===== config.mk =====
export PLATFORM = sky130hd
export DESIGN_NAME = ctl3w_port
export DESIGN_NICKNAME = d
export VERILOG_FILES = /design/src/rtl/ctl3w_pkg.sv /design/src/rtl/ctl3w_sync.sv /design/src/rtl/ctl3w_shifter.sv /design/src/rtl/ctl3w_regbank.sv /design/src/rtl/ctl3w_port.sv
export SDC_FILE = /design/constraint.sdc
export NUM_CORES = 1
export LEC_CHECK = 0
export ABC_AREA = 1
export BUFFER_PORTS_ARGS = -buffer_cell sky130_fd_sc_hd__buf_2
export CAP_MARGIN = 10
export CORE_ASPECT_RATIO = 0.8
export CORE_UTILIZATION = 55
export DETAILED_ROUTE_END_ITERATION = 8
export PLACE_DENSITY = 0.8
export REMOVE_ABC_BUFFERS = 1
export SYNTH_ARGS = -nofsm -noshare
export SYNTH_HDL_FRONTEND = slang
export SYNTH_SLANG_ARGS = --single-unit

===== constraint.sdc =====
create_clock -name clk -period 1.25 [get_ports clk]
set_input_delay 0.0625 -clock clk [delete_from_list [all_inputs] [get_ports clk]]
set_output_delay 0.0625 -clock clk [all_outputs]
set_load 0.05 [all_outputs]

===== src/rtl/ctl3w_pkg.sv =====
package ctl3w_pkg;

    localparam int ATT_W    = 8;
    localparam int ADDR_LSB = 9;
    localparam int ADDR_W   = 3;
    localparam int WORD_W   = ADDR_LSB + ADDR_W;
    localparam int KEY_LSB  = 5;
    localparam int KEY_W    = 4;

    localparam logic [KEY_W-1:0] UNLOCK_KEY = '1;

    typedef enum logic [ADDR_W-1:0] {
        A_ATT_L  = 3'b000,
        A_ATT_R  = 3'b001,
        A_MODE_A = 3'b010,
        A_MODE_B = 3'b011,
        A_HIDDEN = 3'b110
    } reg_addr_e;

    typedef struct packed {
        logic [ATT_W-1:0] atten_l;
        logic             load_l;
        logic [ATT_W-1:0] atten_r;
        logic             load_r;
        logic             soft_mute;
        logic             deemph_en;
        logic             force_zero;
        logic [1:0]       word_len;
        logic             fmt_i2s;
        logic             lr_pol;
        logic             atten_common;
        logic             slow_rolloff;
        logic             phase_rev;
        logic             clkout_div;
        logic [1:0]       deemph_rate;
        logic             zero_det_en;
        logic [1:0]       diff_mode;
        logic             clkloss_dis;
    } ctl_regs_t;

endpackage


===== src/rtl/ctl3w_sync.sv =====
module ctl3w_sync #(
    parameter int               WIDTH   = 4,
    parameter int               STAGES  = 2,
    parameter logic [WIDTH-1:0] RST_VAL = '1
) (
    input  logic             clk,
    input  logic             rst_n,
    input  logic [WIDTH-1:0] din,
    output logic [WIDTH-1:0] dout
);

    logic [STAGES-1:0][WIDTH-1:0] chain_d;
    logic [STAGES-1:0][WIDTH-1:0] chain_q;

    always_comb begin
        chain_d[0] = din;
        for (int s = 1; s < STAGES; s++) begin
            chain_d[s] = chain_q[s-1];
        end
    end

    always_ff @(posedge clk or negedge rst_n) begin
        if (!rst_n) begin
            chain_q <= {STAGES{RST_VAL}};
        end else begin
            chain_q <= chain_d;
        end
    end

    assign dout = chain_q[STAGES-1];

endmodule


===== src/rtl/ctl3w_shifter.sv =====
module ctl3w_shifter
    import ctl3w_pkg::*;
(
    input  logic              clk,
    input  logic              rst_n,
    input  logic              sclk_s,
    input  logic              sdat_s,
    input  logic              latch_s,
    input  logic              cs_n_s,
    output logic [WORD_W-1:0] word_o,
    output logic              wr_stb_o
);

    typedef struct packed {
        logic [WORD_W-1:0] shreg;
        logic              sclk_prev;
        logic              latch_prev;
    } shift_st_t;

    shift_st_t st_d, st_q;
    logic      shift_en;

    always_comb begin
        st_d            = st_q;
        st_d.sclk_prev  = sclk_s;
        st_d.latch_prev = latch_s;
        shift_en        = sclk_s && !st_q.sclk_prev && !cs_n_s;
        if (shift_en) begin
            st_d.shreg = {st_q.shreg[WORD_W-2:0], sdat_s};
        end
    end

    always_ff @(posedge clk or negedge rst_n) begin
        if (!rst_n) begin
            st_q.shreg      <= '0;
            st_q.sclk_prev  <= 1'b1;
            st_q.latch_prev <= 1'b1;
        end else begin
            st_q <= st_d;
        end
    end

    assign word_o   = st_q.shreg;
    assign wr_stb_o = latch_s && !st_q.latch_prev && !cs_n_s;

    // deselected port holds its shift register
    p_cs_hold_r9: assert property (@(posedge clk) disable iff (!rst_n)
        cs_n_s |=> $stable(st_q.shreg));

    // newest bit enters at the LSB end, so the first bit ends up as MSB
    p_msb_first_r2: assert property (@(posedge clk) disable iff (!rst_n)
        (sclk_s && !st_q.sclk_prev && !cs_n_s) |=> (st_q.shreg[0] == $past(sdat_s)));

endmodule


===== src/rtl/ctl3w_regbank.sv =====
module ctl3w_regbank
    import ctl3w_pkg::*;
(
    input  logic              clk,
    input  logic              rst_n,
    input  logic              wr_stb,
    input  logic [WORD_W-1:0] word,
    output ctl_regs_t         regs_o
);

    typedef struct packed {
        ctl_regs_t r;
        logic      unlocked;
    } bank_st_t;

    bank_st_t            st_d, st_q;
    logic [ADDR_W-1:0]   addr;
    logic [ADDR_LSB-1:0] data;

    assign addr = word[ADDR_LSB +: ADDR_W];
    assign data = word[ADDR_LSB-1:0];

    always_comb begin
        st_d = st_q;
        if (wr_stb) begin
            case (addr)
                A_ATT_L: begin
                    st_d.r.atten_l = data[ATT_W-1:0];
                    st_d.r.load_l  = data[ATT_W];
                end
                A_ATT_R: begin
                    st_d.r.atten_r = data[ATT_W-1:0];
                    st_d.r.load_r  = data[ATT_W];
                end
                A_MODE_A: begin
                    st_d.r.soft_mute  = data[0];
                    st_d.r.deemph_en  = data[1];
                    st_d.r.force_zero = data[2];
                    st_d.r.word_len   = data[4:3];
                    st_d.unlocked     = (data[KEY_LSB +: KEY_W] == UNLOCK_KEY);
                end
                A_MODE_B: begin
                    st_d.r.fmt_i2s      = data[0];
                    st_d.r.lr_pol       = data[1];
                    st_d.r.atten_common = data[2];
                    st_d.r.slow_rolloff = data[3];
                    st_d.r.phase_rev    = data[4];
                    st_d.r.clkout_div   = data[5];
                    st_d.r.deemph_rate  = data[7:6];
                    st_d.r.zero_det_en  = data[8];
                end
                A_HIDDEN: begin
                    if (st_q.unlocked) begin
                        st_d.r.diff_mode   = data[5:4];
                        st_d.r.clkloss_dis = data[6];
                    end
                end
                default: begin
                end
            endcase
        end
    end

    always_ff @(posedge clk or negedge rst_n) begin
        if (!rst_n) begin
            st_q           <= '0;
            st_q.r.atten_l <= '1;
            st_q.r.atten_r <= '1;
        end else begin
            st_q <= st_d;
        end
    end

    assign regs_o = st_q.r;

    // registers move only on a commit strobe
    p_hold_no_strobe_r2: assert property (@(posedge clk) disable iff (!rst_n)
        !wr_stb |=> $stable(st_q.r));

    // hidden fields frozen while locked
    p_hidden_locked_r6: assert property (@(posedge clk) disable iff (!rst_n)
        !st_q.unlocked |=> ($stable(st_q.r.diff_mode) && $stable(st_q.r.clkloss_dis)));

    // unused codes touch nothing
    p_unused_addr_r10: assert property (@(posedge clk) disable iff (!rst_n)
        (wr_stb && (addr == 3'b100 || addr == 3'b101 || addr == 3'b111))
        |=> ($stable(st_q.r) && $stable(st_q.unlocked)));

    // non-key write to mode register A leaves the bank locked
    p_relock_r8: assert property (@(posedge clk) disable iff (!rst_n)
        (wr_stb && addr == A_MODE_A && data[KEY_LSB +: KEY_W] != UNLOCK_KEY) |=> !st_q.unlocked);

endmodule


===== src/rtl/ctl3w_port.sv =====
module ctl3w_port
    import ctl3w_pkg::*;
#(
    parameter int SYNC_STAGES = 2
) (
    input  logic             clk,
    input  logic             rst_n,
    input  logic             cs_n,
    input  logic             ser_clk,
    input  logic             ser_dat,
    input  logic             ser_latch,
    output logic [ATT_W-1:0] atten_l,
    output logic             load_l,
    output logic [ATT_W-1:0] atten_r,
    output logic             load_r,
    output logic             soft_mute,
    output logic             deemph_en,
    output logic             force_zero,
    output logic [1:0]       word_len,
    output logic             fmt_i2s,
    output logic             lr_pol,
    output logic             atten_common,
    output logic             slow_rolloff,
    output logic             phase_rev,
    output logic             clkout_div,
    output logic [1:0]       deemph_rate,
    output logic             zero_det_en,
    output logic [1:0]       diff_mode,
    output logic             clkloss_dis
);

    localparam int NLINES = 4;

    logic [NLINES-1:0] lines_raw;
    logic [NLINES-1:0] lines_s;
    logic [WORD_W-1:0] word;
    logic              wr_stb;
    ctl_regs_t         regs;

    assign lines_raw = {cs_n, ser_clk, ser_latch, ser_dat};

    ctl3w_sync #(
        .WIDTH   (NLINES),
        .STAGES  (SYNC_STAGES),
        .RST_VAL ('1)
    ) u_sync (
        .clk   (clk),
        .rst_n (rst_n),
        .din   (lines_raw),
        .dout  (lines_s)
    );

    ctl3w_shifter u_shifter (
        .clk      (clk),
        .rst_n    (rst_n),
        .sclk_s   (lines_s[2]),
        .sdat_s   (lines_s[0]),
        .latch_s  (lines_s[1]),
        .cs_n_s   (lines_s[3]),
        .word_o   (word),
        .wr_stb_o (wr_stb)
    );

    ctl3w_regbank u_regbank (
        .clk    (clk),
        .rst_n  (rst_n),
        .wr_stb (wr_stb),
        .word   (word),
        .regs_o (regs)
    );

    assign atten_l      = regs.atten_l;
    assign load_l       = regs.load_l;
    assign atten_r      = regs.atten_r;
    assign load_r       = regs.load_r;
    assign soft_mute    = regs.soft_mute;
    assign deemph_en    = regs.deemph_en;
    assign force_zero   = regs.force_zero;
    assign word_len     = regs.word_len;
    assign fmt_i2s      = regs.fmt_i2s;
    assign lr_pol       = regs.lr_pol;
    assign atten_common = regs.atten_common;
    assign slow_rolloff = regs.slow_rolloff;
    assign phase_rev    = regs.phase_rev;
    assign clkout_div   = regs.clkout_div;
    assign deemph_rate  = regs.deemph_rate;
    assign zero_det_en  = regs.zero_det_en;
    assign diff_mode    = regs.diff_mode;
    assign clkloss_dis  = regs.clkloss_dis;

endmodule


Word level (Yosys, flattened, before mapping):

Cells that the tools add are included.

* flip-flop bits (word level): 58
* input bits: 6
* output and inout bits: 35
* logic and storage cells: 42

* eq/ne operators: 5
* reductions and logical operators: 13

Operator list (count)
* $reduce_and 2->1: 4
* $eq 3x2->1 const B: 2
* $eq 4x4->1 const B: 1
* $logic_and 1x1->1: 4
* $eq 3x1->1 const B: 1
* $eq 3x3->1 const B: 1
* $logic_not 1->1: 3
* $logic_not 3->1: 1
* $reduce_and 3->1: 1

Depth between registers and ports, before layout:

Gate-level depths: netlist (run 1).

* depth after elaboration: 4
* depth in mapped cells: 7
* depth with buffers taken out: 6

Cells and area by module:

From an unflattened synthesis (run 1), not the netlist that was laid out.

* cells, all modules: 281
* area total of the unflattened synthesis: 2672.6 µm²

Modules (own cells, without submodules)
* ctl3w_regbank: times used 1, cells an instance 205, area each 1825.5 µm², seq. area each 920.9 µm²
* ctl3w_shifter: times used 1, cells an instance 68, area each 636.9 µm², seq. area each 352.8 µm²
* ctl3w_sync: times used 1, cells an instance 8, area each 210.2 µm², seq. area each 210.2 µm²

Worst setup path before layout (run 1):

No wires, ideal clock.

* path kind: register to register
* start: register u_sync.chain_q, in the netlist u_sync.dout[1]
* end: register u_regbank.st_q, in the netlist u_regbank.regs_o[26]
* library setup time: 119 ps
* arrival: 1048 ps
* data required time: 1131 ps
* slack: 83 ps
* cell stages (with the launch flop): 7
* buffers on the path: 1
* period minus slack after synthesis: 1167 ps
* cells stage by stage: dfstp_2 nand2_1 nor2_4 buf_6 nand2_4 nand2_1 nand2_1

* cells in the longest elaborated chain, start to end: 3

RTL lines
* start, declared: line ctl3w_sync.sv:13 `logic [STAGES-1:0][WIDTH-1:0] chain_q;`
* start signal, assigned: line ctl3w_sync.sv:24 `chain_q <= {STAGES{RST_VAL}};`
* start signal, assigned: line ctl3w_sync.sv:26 `chain_q <= chain_d;`
* $logic_and 1x1->1 (2 in series): line ctl3w_shifter.sv:44 `assign wr_stb_o = latch_s && !st_q.latch_prev && !cs_n_s;`
* $reduce_and 2->1 (no source line)
* end signal, assigned: line ctl3w_regbank.sv:70 `st_q <= st_d;`
* end, declared: line ctl3w_regbank.sv:16 `bank_st_t st_d, st_q;`

Every way passes these cells.
A chain may end at the register's enable or synchronous reset.

Worst setup path in the final report (run 1):

* start: register u_sync.chain_q, in the netlist u_sync.dout[1]
* end: register u_regbank.st_q, in the netlist u_regbank.regs_o[9]

Same word-level chain as after synthesis.

==> results of run 1 <==
registers in the layout, summed over array words and instances, names as in the netlist:
register,flops
u_regbank.regs_o,35
u_regbank.st_q,1
u_shifter.st_q,2
u_shifter.word_o,12
u_sync.chain_d,4
u_sync.dout,4
routing by layer:
layer | wire, um | part of all wire
met4 | 29 | 0.0063
met3 | 251 | 0.054
met2 | 2260 | 0.49
met1 | 2070 | 0.45
met5 | 0 | 0
logic make-up (layout without fill, tap and decap cells):
| logic type | count (synthesis) | count (layout) | share of synthesized area |
|---|---|---|---|
| and+or+nand+nor | 141 | 141 | 0.262 |
| buffers and inverters | 42 | 84 | 0.106 |
| AOI/OAI and AO/OA | 12 | 12 | 0.0246 |
| DFF | 58 | 58 | 0.607 |
power by group:
part / total (mW) / internal (mW) / switching [mW]
clock: 1.72 / 1.02 / 0.702
combinational: 0.633 / 0.181 / 0.452
sequential: 2.27 / 2.08 / 0.186
total: 4.62 / 3.28 / 1.34
placed cells by master (no fill, tap or decap), types with 2 or more instances in the layout:
cell / instances
nand2_1: 90
nand2_2: 4
clkinv_2: 3
nand3_1: 33
dfstp_2: 26
dlygate4sd3_1: 5
o21ai_0: 12
buf_4: 3
nand3_2: 3
nand2_8: 2
buf_12: 4
nor2_4: 5
clkbuf_8: 11
dfrtp_1: 32
inv_1: 12
buf_2: 40
final timing paths:
path	start	endpoint	slack, ns	cells after the start
max in group asynchronous	rst_n	u_sync.chain_d[5]	0.49	3
worst min-delay path	rst_n	u_regbank.regs_o[3]	0.17	2
worst max-delay path	u_sync.dout[1]	u_regbank.regs_o[9]	-0.06	6
worst min register to register	u_sync.chain_d[6]	u_sync.dout[2]	0.35	0
min in group clk	u_sync.chain_d[6]	u_sync.dout[2]	0.35	0
worst max register to register	u_sync.dout[1]	u_regbank.regs_o[9]	-0.06	6
area by class of cell:
class / count / share of cell area
clock buffers: 11 / 0.0510
clock inverters: 5 / 0.0177
inverters: 13 / 0.0164
multi-input cells: 153 / 0.250
flip-flops and latches: 58 / 0.500
well taps: 57 / 0.0240
repair buffers: 55 / 0.140
worst max-delay path, delay by kind of cell, from the launching register on:
kind	cells	cell delay [ns]
flops	1	0.54
buf+inv	2	0.27
simple gates	4	0.43
repair_timing:
| item | CTS | global route |
|---|---|---|
| endpoints found under the hold margin | 42 | 0 |
| cloned | 1 | 1 |
| endpoints found under the setup margin | 25 | 36 |
| setup buffers | 1 | 2 |
| hold buffers | 5 | 0 |
| resized for setup | 9 | 2 |
| pin swaps | 2 | 2 |
==> impl_metrics.json, run 1 <==
{
  "status": "finished, violations left",
  "violations": "setup timing",
  "yosysUniqueCellTypes": 16,
  "clk_latency_ns": 0.33,
  "die-area_um2": 4720,
  "finalCoreUtilization": 0.702,
  "hold_viol": 0,
  "die_w_um": 76.5,
  "max_slew.worst_pin.slew_ns": 0.406,
  "place_area_um2": 2590,
  "required_ns": 1.52,
  "p_leak_nw": 1.54,
  "fillerInstances": 329,
  "busiest_layer": "met2",
  "coreArea_um2": 4230,
  "synth-edff-count": 0,
  "routed_wl_mm": 4.61,
  "hp-class": "input pin to async pin",
  "rsz0062_at_grt": "yes",
  "grt_usage": 0.221,
  "period_share": 1.05,
  "grtUsageMet1": 0.278,
  "clock.fmax_mhz": 765,
  "use_met3": 0.0948,
  "finalSetupTns_ns": -0.526,
  "layout.cells.non_filler": 352,
  "crit_fanout": 6,
  "cts_max_path_buffers": 2,
  "maxSlewHeadroom": 0.729,
  "seq_area_um2": 1480,
  "numCtsBuffers": 9,
  "finalCriticalPeriod_ns": 1.31,
  "yosysTopAreaCellShare": 0.328,
  "ios": 41,
  "hpwl_mm": 2.83,
  "port_buffers": 40,
  "ys_top_cells_by_count": "nand2_1 (94), nand3_1 (36), dfrtp_1 (32)",
  "synth_seq_area_share": 0.607,
  "grt_first_pass_wirelength_mm": 7.44,
  "dr.pass1.iters": 4,
  "place_worst_setup_slack_ns": -0.0595,
  "remaining_drc_errors": 0,
  "yosysMostFrequentCell": "nand2_1",
  "startpoint_type": "flop",
  "fp.dieH_um": 61.6,
  "cts_sinks": 58,
  "avgViaCountPerCell": 4.93,
  "max-vdd-ir-drop_mv": 1.37,
  "yosys-top-cells-area": "dfrtp_1 (33%), dfstp_2 (28%), nand2_1 (14%)",
  "p_total_mw": 4.62,
  "postSynthCellCount": 253,
  "path_cells": "nand2_2 -> nor2_4 -> buf_6 -> buf_16 -> nand3_1 -> nand2_1",
  "drt-initial-drc-count": 83,
  "wl_per_cell_um": 13.1,
  "syn_avg_cell_area_um2": 9.66,
  "clk_pin_slew_ns": 0.06,
  "ant_nets": 0,
  "area_growth_pct": 21.5,
  "critPathKind": "flop to flop",
  "synth_area_um2": 2440,
  "multi_input_area_um2": 743,
  "gp_congestion": 0.765,
  "cpMaxStageDelayCell": "dfstp_2",
  "worst_slack_ns": -0.0573,
  "grt_pass1_vias": 1569,
  "fin_area_um2": 2970,
  "hold_ws_ns": 0.168,
  "drive_above_1_share": 0.369,
  "via_count": 1734,
  "slowest_delay_ns": 0.54,
  "diodes": 0,
  "power_density_nw_per_um2": 1560,
  "antenna_found_initial": 0,
  "row_count": 21,
  "nets": 296,
  "use_met2": 0.345,
  "dp.cells": 326,
  "ys.flop_type": "dfrtp_1",
  "cts_max_level": 3,
  "crit_arrival_ns": 1.57,
  "maxCapViolations": 0,
  "drv_slew": 0,
  "yosysTopAreaCell": "dfrtp_1",
  "grt_max_degree": 45,
  "clock_skew_ns": 0.00502,
  "setup_viol": 28,
  "endpoint_kind": "flop",
  "clockRootBuffer": "clkbuf_8",
  "ys_seq_elements": 58,
  "globalRoute.totalOverflow": 0,
  "cts_tree": "built",
  "synthArstFlopShare": 1.00,
  "yosys_warnings": 0,
  "start_util": 0.578
}
Power figures use the tool's default switching activity.
==> run 2: changes to the inputs <==
--- a/config.mk
+++ b/config.mk
@@ -5,14 +5,15 @@
 export SDC_FILE = /design/constraint.sdc
 export NUM_CORES = 1
 export LEC_CHECK = 0
-export ABC_AREA = 1
 export BUFFER_PORTS_ARGS = -buffer_cell sky130_fd_sc_hd__buf_2
 export CAP_MARGIN = 10
 export CORE_ASPECT_RATIO = 0.8
-export CORE_UTILIZATION = 55
+export CORE_UTILIZATION = 54
 export DETAILED_ROUTE_END_ITERATION = 8
-export PLACE_DENSITY = 0.8
+export PLACE_DENSITY = 0.79
 export REMOVE_ABC_BUFFERS = 1
+export SETUP_SLACK_MARGIN = 0.02
+export SLEW_MARGIN = 20
 export SYNTH_ARGS = -nofsm -noshare
 export SYNTH_HDL_FRONTEND = slang
 export SYNTH_SLANG_ARGS = --single-unit
==> impl_metrics.json, run 2 <==
{
  "status": "finished, violations left",
  "violations": "setup timing",
  "setup_viol": 48,
  "yosysTopAreaCellShare": 0.347,
  "clk_pin_slew_ns": 0.06,
  "yosysMostFrequentCell": "mux2_2",
  "grt_pass1_vias": 1303,
  "fp.dieH_um": 60.5,
  "path_cells": "nor4b_4 -> and3_4 -> buf_6 -> mux2_4",
  "p_int_mw": 3.81,
  "slowest_delay_ns": 0.53,
  "rr_endpoint": "u_regbank.regs_o[10]",
  "maxCapViolations": 0,
  "power_frac_seq": 0.464,
  "largest_register_ffs": 35,
  "worst_slack_ns": -0.350,
  "yosysUniqueCellTypes": 17,
  "period_share": 1.28,
  "routed_wl_mm": 4.32,
  "maxSlewHeadroom": 0.805,
  "pwr-share-clk": 0.322,
  "r2r_cells": 4,
  "antenna_found_initial": 0,
  "finalCriticalPeriod_ns": 1.60,
  "synth_seq_area_share": 0.643,
  "dr.pass1.iters": 4,
  "avgViaCountPerCell": 5.15,
  "clk_latency_ns": 0.33,
  "ios": 41,
  "rsz0062_at_grt": "yes",
  "diodes": 0,
  "nets": 197,
  "area_growth_pct": 28.7,
  "clock.fmax_mhz": 625,
  "cts_tree": "built",
  "drv_slew": 0,
  "endpoint_kind": "flop",
  "coreArea_um2": 3950,
  "syn_avg_cell_area_um2": 16.4,
  "grt_first_pass_wirelength_mm": 7.00,
  "p_leak_nw": 1.54,
  "switching_power_mw": 1.68,
  "power_density_nw_per_um2": 1850,
  "fillerInstances": 264,
  "synth_area_um2": 2310,
  "ys_top_cells_by_count": "mux2_2 (47), dfrtp_1 (32), dfstp_2 (26)",
  "final_common_cell": "buf_2",
  "drive_above_1_share": 0.786,
  "hpwl_mm": 2.75,
  "p_comb_frac": 0.213,
  "p_sw_frac": 0.306,
  "grt_usage": 0.232,
  "yosys_warnings": 0,
  "hold_viol": 0,
  "startpoint_type": "flop",
  "row_count": 20,
  "use_met3": 0.0880,
  "rrSetupSlack_ns": -0.35,
  "via_count": 1292,
  "layout_common_cells": "buf_2 (38), dfrtp_1 (32), mux2_2 (26), dfstp_2 (26), mux2_4 (21)",
  "busiest_layer": "met2",
  "globalRoute.totalOverflow": 0,
  "clockRootBuffer": "clkbuf_8",
  "port_buffers": 40,
  "use_met2": 0.368,
  "yosysTopAreaCell": "dfrtp_1",
  "crit_arrival_ns": 1.82,
  "crit_fanout": 3,
  "drt-initial-drc-count": 33,
  "postSynthCellCount": 141,
  "p_total_mw": 5.49,
  "numCtsBuffers": 9,
  "hp-class": "input pin to async pin",
  "ys_seq_elements": 58,
  "max-vdd-ir-drop_mv": 1.26,
  "wl_per_cell_um": 17.2,
  "reg2reg_from": "u_sync.dout[1]",
  "synthArstFlopShare": 1.00,
  "grtUsageMet1": 0.278,
  "cts_max_path_buffers": 2,
  "die_w_um": 75.1,
  "max_slew.worst_pin.slew_ns": 0.293,
  "required_ns": 1.47,
  "cpMaxStageDelayCell": "dfstp_2",
  "hold_ws_ns": 0.254,
  "synth-edff-count": 0,
  "yosys-top-cells-area": "dfrtp_1 (35%), dfstp_2 (30%), mux2_2 (23%)",
  "start_util": 0.584,
  "die-area_um2": 4540,
  "ys.flop_type": "dfrtp_1",
  "ant_nets": 0,
  "critPathKind": "flop to flop",
  "finalCoreUtilization": 0.751,
  "gp_congestion": 0.793,
  "grt_max_degree": 59,
  "clock_skew_ns": 0.00579,
  "remaining_drc_errors": 0,
  "cts_max_level": 3,
  "cts_sinks": 58
}
==> run 2: cell count changes in the layout (fill, tap and decap cells not counted), sizes merged, moves of 3 or more <==
cell	delta
o21ai	-12
clkbuf	+6
nand2	-96
buf	+7
nor2	-6
nand3	-36
clkinv	-3
mux2	+47
inv	-12
==> run 2: cell type report <==
| class | count | area (um2) | share of cell area |
|---|---|---|---|
| clock buffers | 16 | 220 | 0.0741 |
| inverters | 1 | 3.75 | 0.00126 |
| multi-input cells | 58 | 757 | 0.255 |
| flip-flops and latches | 58 | 1480 | 0.500 |
| well taps | 55 | 68.8 | 0.0232 |
| repair buffers | 63 | 437 | 0.147 |
==> run 2: worst max path at each step <==
stage	from	end	slack [ns]	cells past startpoint
finish	u_sync.dout[1]	u_regbank.regs_o[10]	-0.35	4
global route	u_sync.dout[1]	u_regbank.regs_o[10]	-0.41	4
CTS	u_sync.dout[1]	u_regbank.regs_o[8]	-0.32	4
detailed placement	u_sync.dout[1]	u_regbank.regs_o[8]	-0.38	4
global placement	u_sync.dout[1]	u_regbank.regs_o[11]	-0.34	4
floorplan	u_sync.dout[2]	u_shifter.word_o[0]	-0.75	2
==> run 2: cell families after synthesis <==
family / count (synthesis) / synth area share
DFF: 58 / 0.643
muxes: 48 / 0.234
buffers and inverters: 25 / 0.0802
and+or+nand+nor: 10 / 0.0434
==> run 2: layer usage <==
layer	up-vias	routed length, um
li1	572	-
met1	666	1870
met2	45	2160
met3	9	196
met4	0	91
met5	-	0
==> run 2: critical path, delay by kind of cell, from the launching register on <==
kind / cells / cell delay, ns
flip-flops: 1 / 0.53
AND/OR/NAND/NOR: 2 / 0.53
buffers and inverters: 1 / 0.12
multiplexers: 1 / 0.30
==> run 2: power by group through the flow <==
| stage | combinational, mW | sequential, mW | clock, mW |
|---|---|---|---|
| finish | 1.17 | 2.55 | 1.77 |
| global route | 1.24 | 2.60 | 1.89 |
| CTS | 1.17 | 2.55 | 1.81 |
| detailed placement | 1.05 | 2.57 | 0 |
| global placement | 1.02 | 2.53 | 0 |
| floorplan | 0.284 | 2.98 | 0 |
==> run 2: what timing repair did <==
item / in CTS / in global routing
endpoints found under the hold margin: 62 / 0
setup buffers: 1 / 0
resized for setup: 35 / 2
setup endpoints to repair: 48 / 50
hold buffers: 5 / 0
pin swaps: 2 / 1
==> run 2: metrics by stage <==
step	area (um2)	setup slack (ns)	setup TNS [ns]	cells
floorplan	2130	-0.746	-16.66	117
global route	2970	-0.411	-14.48	251
finish	2970	-0.350	-11.67	251
detailed placement	2540	-0.377	-11.54	229
CTS	2970	-0.320	-10.60	251
global placement	2540	-0.339	-10.10	229
==> run 3: changes to the inputs <==
--- a/config.mk
+++ b/config.mk
@@ -5,12 +5,13 @@
 export SDC_FILE = /design/constraint.sdc
 export NUM_CORES = 1
 export LEC_CHECK = 0
+export ABC_AREA = 1
 export BUFFER_PORTS_ARGS = -buffer_cell sky130_fd_sc_hd__buf_2
 export CAP_MARGIN = 10
 export CORE_ASPECT_RATIO = 0.8
-export CORE_UTILIZATION = 54
+export CORE_UTILIZATION = 55
 export DETAILED_ROUTE_END_ITERATION = 8
-export PLACE_DENSITY = 0.79
+export PLACE_DENSITY = 0.8
 export REMOVE_ABC_BUFFERS = 1
 export SETUP_SLACK_MARGIN = 0.02
 export SLEW_MARGIN = 20
==> impl_metrics.json, run 3 (synthesized netlist as in run 1, its figures left out) <==
{
  "status": "finished, violations left",
  "violations": "setup timing",
  "clk_latency_ns": 0.33,
  "r2r_cells": 6,
  "final_common_cell": "nand2_1",
  "crit_buf_inv": 2,
  "clock_skew_ns": 0.00621,
  "largest_register_ffs": 35,
  "finalCriticalPeriod_ns": 1.30,
  "nets": 296,
  "row_count": 21,
  "p_int_mw": 3.29,
  "pwr-share-clk": 0.371,
  "start_util": 0.578,
  "coreArea_um2": 4230,
  "use_met3": 0.0948,
  "drive_above_1_share": 0.369,
  "fp.dieH_um": 61.6,
  "crit_fanout": 6,
  "gp_congestion": 0.765,
  "p_comb_frac": 0.138,
  "numCtsBuffers": 9,
  "avgViaCountPerCell": 4.92,
  "reg2reg_from": "u_sync.dout[1]",
  "p_total_mw": 4.63,
  "path_depth": 6,
  "setup_viol": 32,
  "maxCapViolations": 0,
  "grt_first_pass_wirelength_mm": 7.44,
  "power_density_nw_per_um2": 1560,
  "max_slew.worst_pin.slew_ns": 0.405,
  "grtUsageMet1": 0.278,
  "path_cells": "nand2_2 -> nor2_4 -> buf_6 -> buf_16 -> nand3_1 -> nand2_1",
  "period_share": 1.04,
  "seq_area_um2": 1480,
  "slowest_delay_ns": 0.54,
  "use_met2": 0.345,
  "layout_common_cells": "nand2_1 (90), buf_2 (37), nand3_1 (33), dfrtp_1 (32), dfstp_2 (26)",
  "port_buffers": 40,
  "hp-class": "input pin to async pin",
  "multi_input_area_um2": 743,
  "routed_wl_mm": 4.63,
  "globalRoute.totalOverflow": 0,
  "power_frac_seq": 0.490,
  "startpoint_type": "flop",
  "cts_max_level": 3,
  "crit_family": "flip-flops",
  "ant_nets": 0,
  "cpMaxStageDelayCell": "dfstp_2",
  "rr_endpoint": "u_regbank.regs_o[9]",
  "endpoint_kind": "flop",
  "remaining_drc_errors": 0,
  "area_growth_pct": 21.8,
  "dr.pass1.iters": 4,
  "die_w_um": 76.5,
  "p_leak_nw": 1.54,
  "maxSlewHeadroom": 0.730,
  "hpwl_mm": 2.83,
  "grt_usage": 0.221,
  "fillerInstances": 328,
  "max-vdd-ir-drop_mv": 1.37,
  "cts_sinks": 58,
  "critPathKind": "flop to flop",
  "ios": 41,
  "antenna_found_initial": 0,
  "hold_viol": 0,
  "critPathCapture": "u_regbank.regs_o[9]",
  "dp.cells": 326,
  "crit_arrival_ns": 1.57,
  "critPathLaunch": "u_sync.dout[1]",
  "cts_tree": "built",
  "drv_slew": 0,
  "die-area_um2": 4720,
  "layout.cells.non_filler": 352,
  "cts_max_path_buffers": 2,
  "drt-initial-drc-count": 57,
  "grt_max_degree": 45,
  "finalCoreUtilization": 0.703,
  "p_sw_frac": 0.290,
  "finalSetupTns_ns": -0.560,
  "diodes": 0,
  "clockRootBuffer": "clkbuf_8",
  "required_ns": 1.52,
  "grt_pass1_vias": 1568,
  "rrSetupSlack_ns": -0.05,
  "worst_slack_ns": -0.0548,
  "via_count": 1733,
  "clock.fmax_mhz": 766,
  "clk_pin_slew_ns": 0.06,
  "rsz0062_at_grt": "yes",
  "switching_power_mw": 1.34,
  "busiest_layer": "met2",
  "wl_per_cell_um": 13.2
}
run 3: changes by cell type in the layout (fill, tap and decap cells not counted), moves of 4 or more:
cell,delta
nand2_1,+90
nand3_1,+33
mux2_2,-26
mux2_4,-21
o21ai_0,+12
inv_1,+11
buf_6,-8
buf_4,-5
clkbuf_8,-5
nor2_4,+5
nand2_2,+4
run 3: cell type report:
class                      count  share of cell area
sequential                    58               0.499
multi-input combinational    153               0.250
timing repair buffer          55               0.143
clock buffer                  11              0.0509
tap                           57              0.0240
clock inverter                 5              0.0177
inverter                      13              0.0164
run 3: layer usage:
metal / part of all wire / vias to the layer above
met5: 0 / -
met4: 0.0063 / 0
met3: 0.070 / 2
met2: 0.48 / 63
met1: 0.44 / 811
li1: - / 857
run 3: stage by stage:
| stage | hold WS (ns) | setup slack [ns] | area (um2) |
|---|---|---|---|
| global placement | -0.0231 | -0.0129 | 2590 |
| finish | 0.166 | -0.0548 | 2980 |
| detailed placement | -0.0197 | -0.0595 | 2590 |
| global route | 0.179 | -0.134 | 2980 |
| CTS | 0.151 | -0.0403 | 2920 |
| floorplan | -0.233 | -0.396 | 2230 |
run 3: power by group through the flow:
stage	clock [mW]	sequential, mW	combinational, mW
after floorplan	0	2.47	0.179
after global placement	0	2.28	0.577
after detailed placement	0	2.29	0.589
after CTS	1.77	2.26	0.625
after global routing	1.87	2.29	0.708
final	1.72	2.27	0.641
run 3: worst register-to-register path: stages (launching register included):
cell and delay, ns:
dfstp_2 0.54, nand2_2 0.07, nor2_4 0.19, buf_6 0.16, buf_16 0.11, nand3_1 0.08, nand2_1 0.09
run 3: worst min path at each step:
stage,startpoint,end,slack [ns]
2_1_floorplan,rst_n,u_regbank.regs_o[0],-0.23
3_3_place_gp,rst_n,u_regbank.regs_o[7],-0.02
3_5_place_dp,rst_n,u_regbank.regs_o[8],-0.02
4_1_cts,rst_n,u_regbank.regs_o[8],0.15
5_1_grt,rst_n,u_regbank.regs_o[3],0.18
6_report,rst_n,u_regbank.regs_o[7],0.17
run 3: what timing repair did:
| item | CTS | global route |
|---|---|---|
| gates resized for setup | 9 | 5 |
| hold buffers | 5 | 0 |
| endpoints found under the hold margin | 42 | 0 |
| setup endpoints to repair | 36 | 39 |
| cloned | 1 | 1 |
| pin swaps | 2 | 2 |
| setup buffers | 1 | 2 |
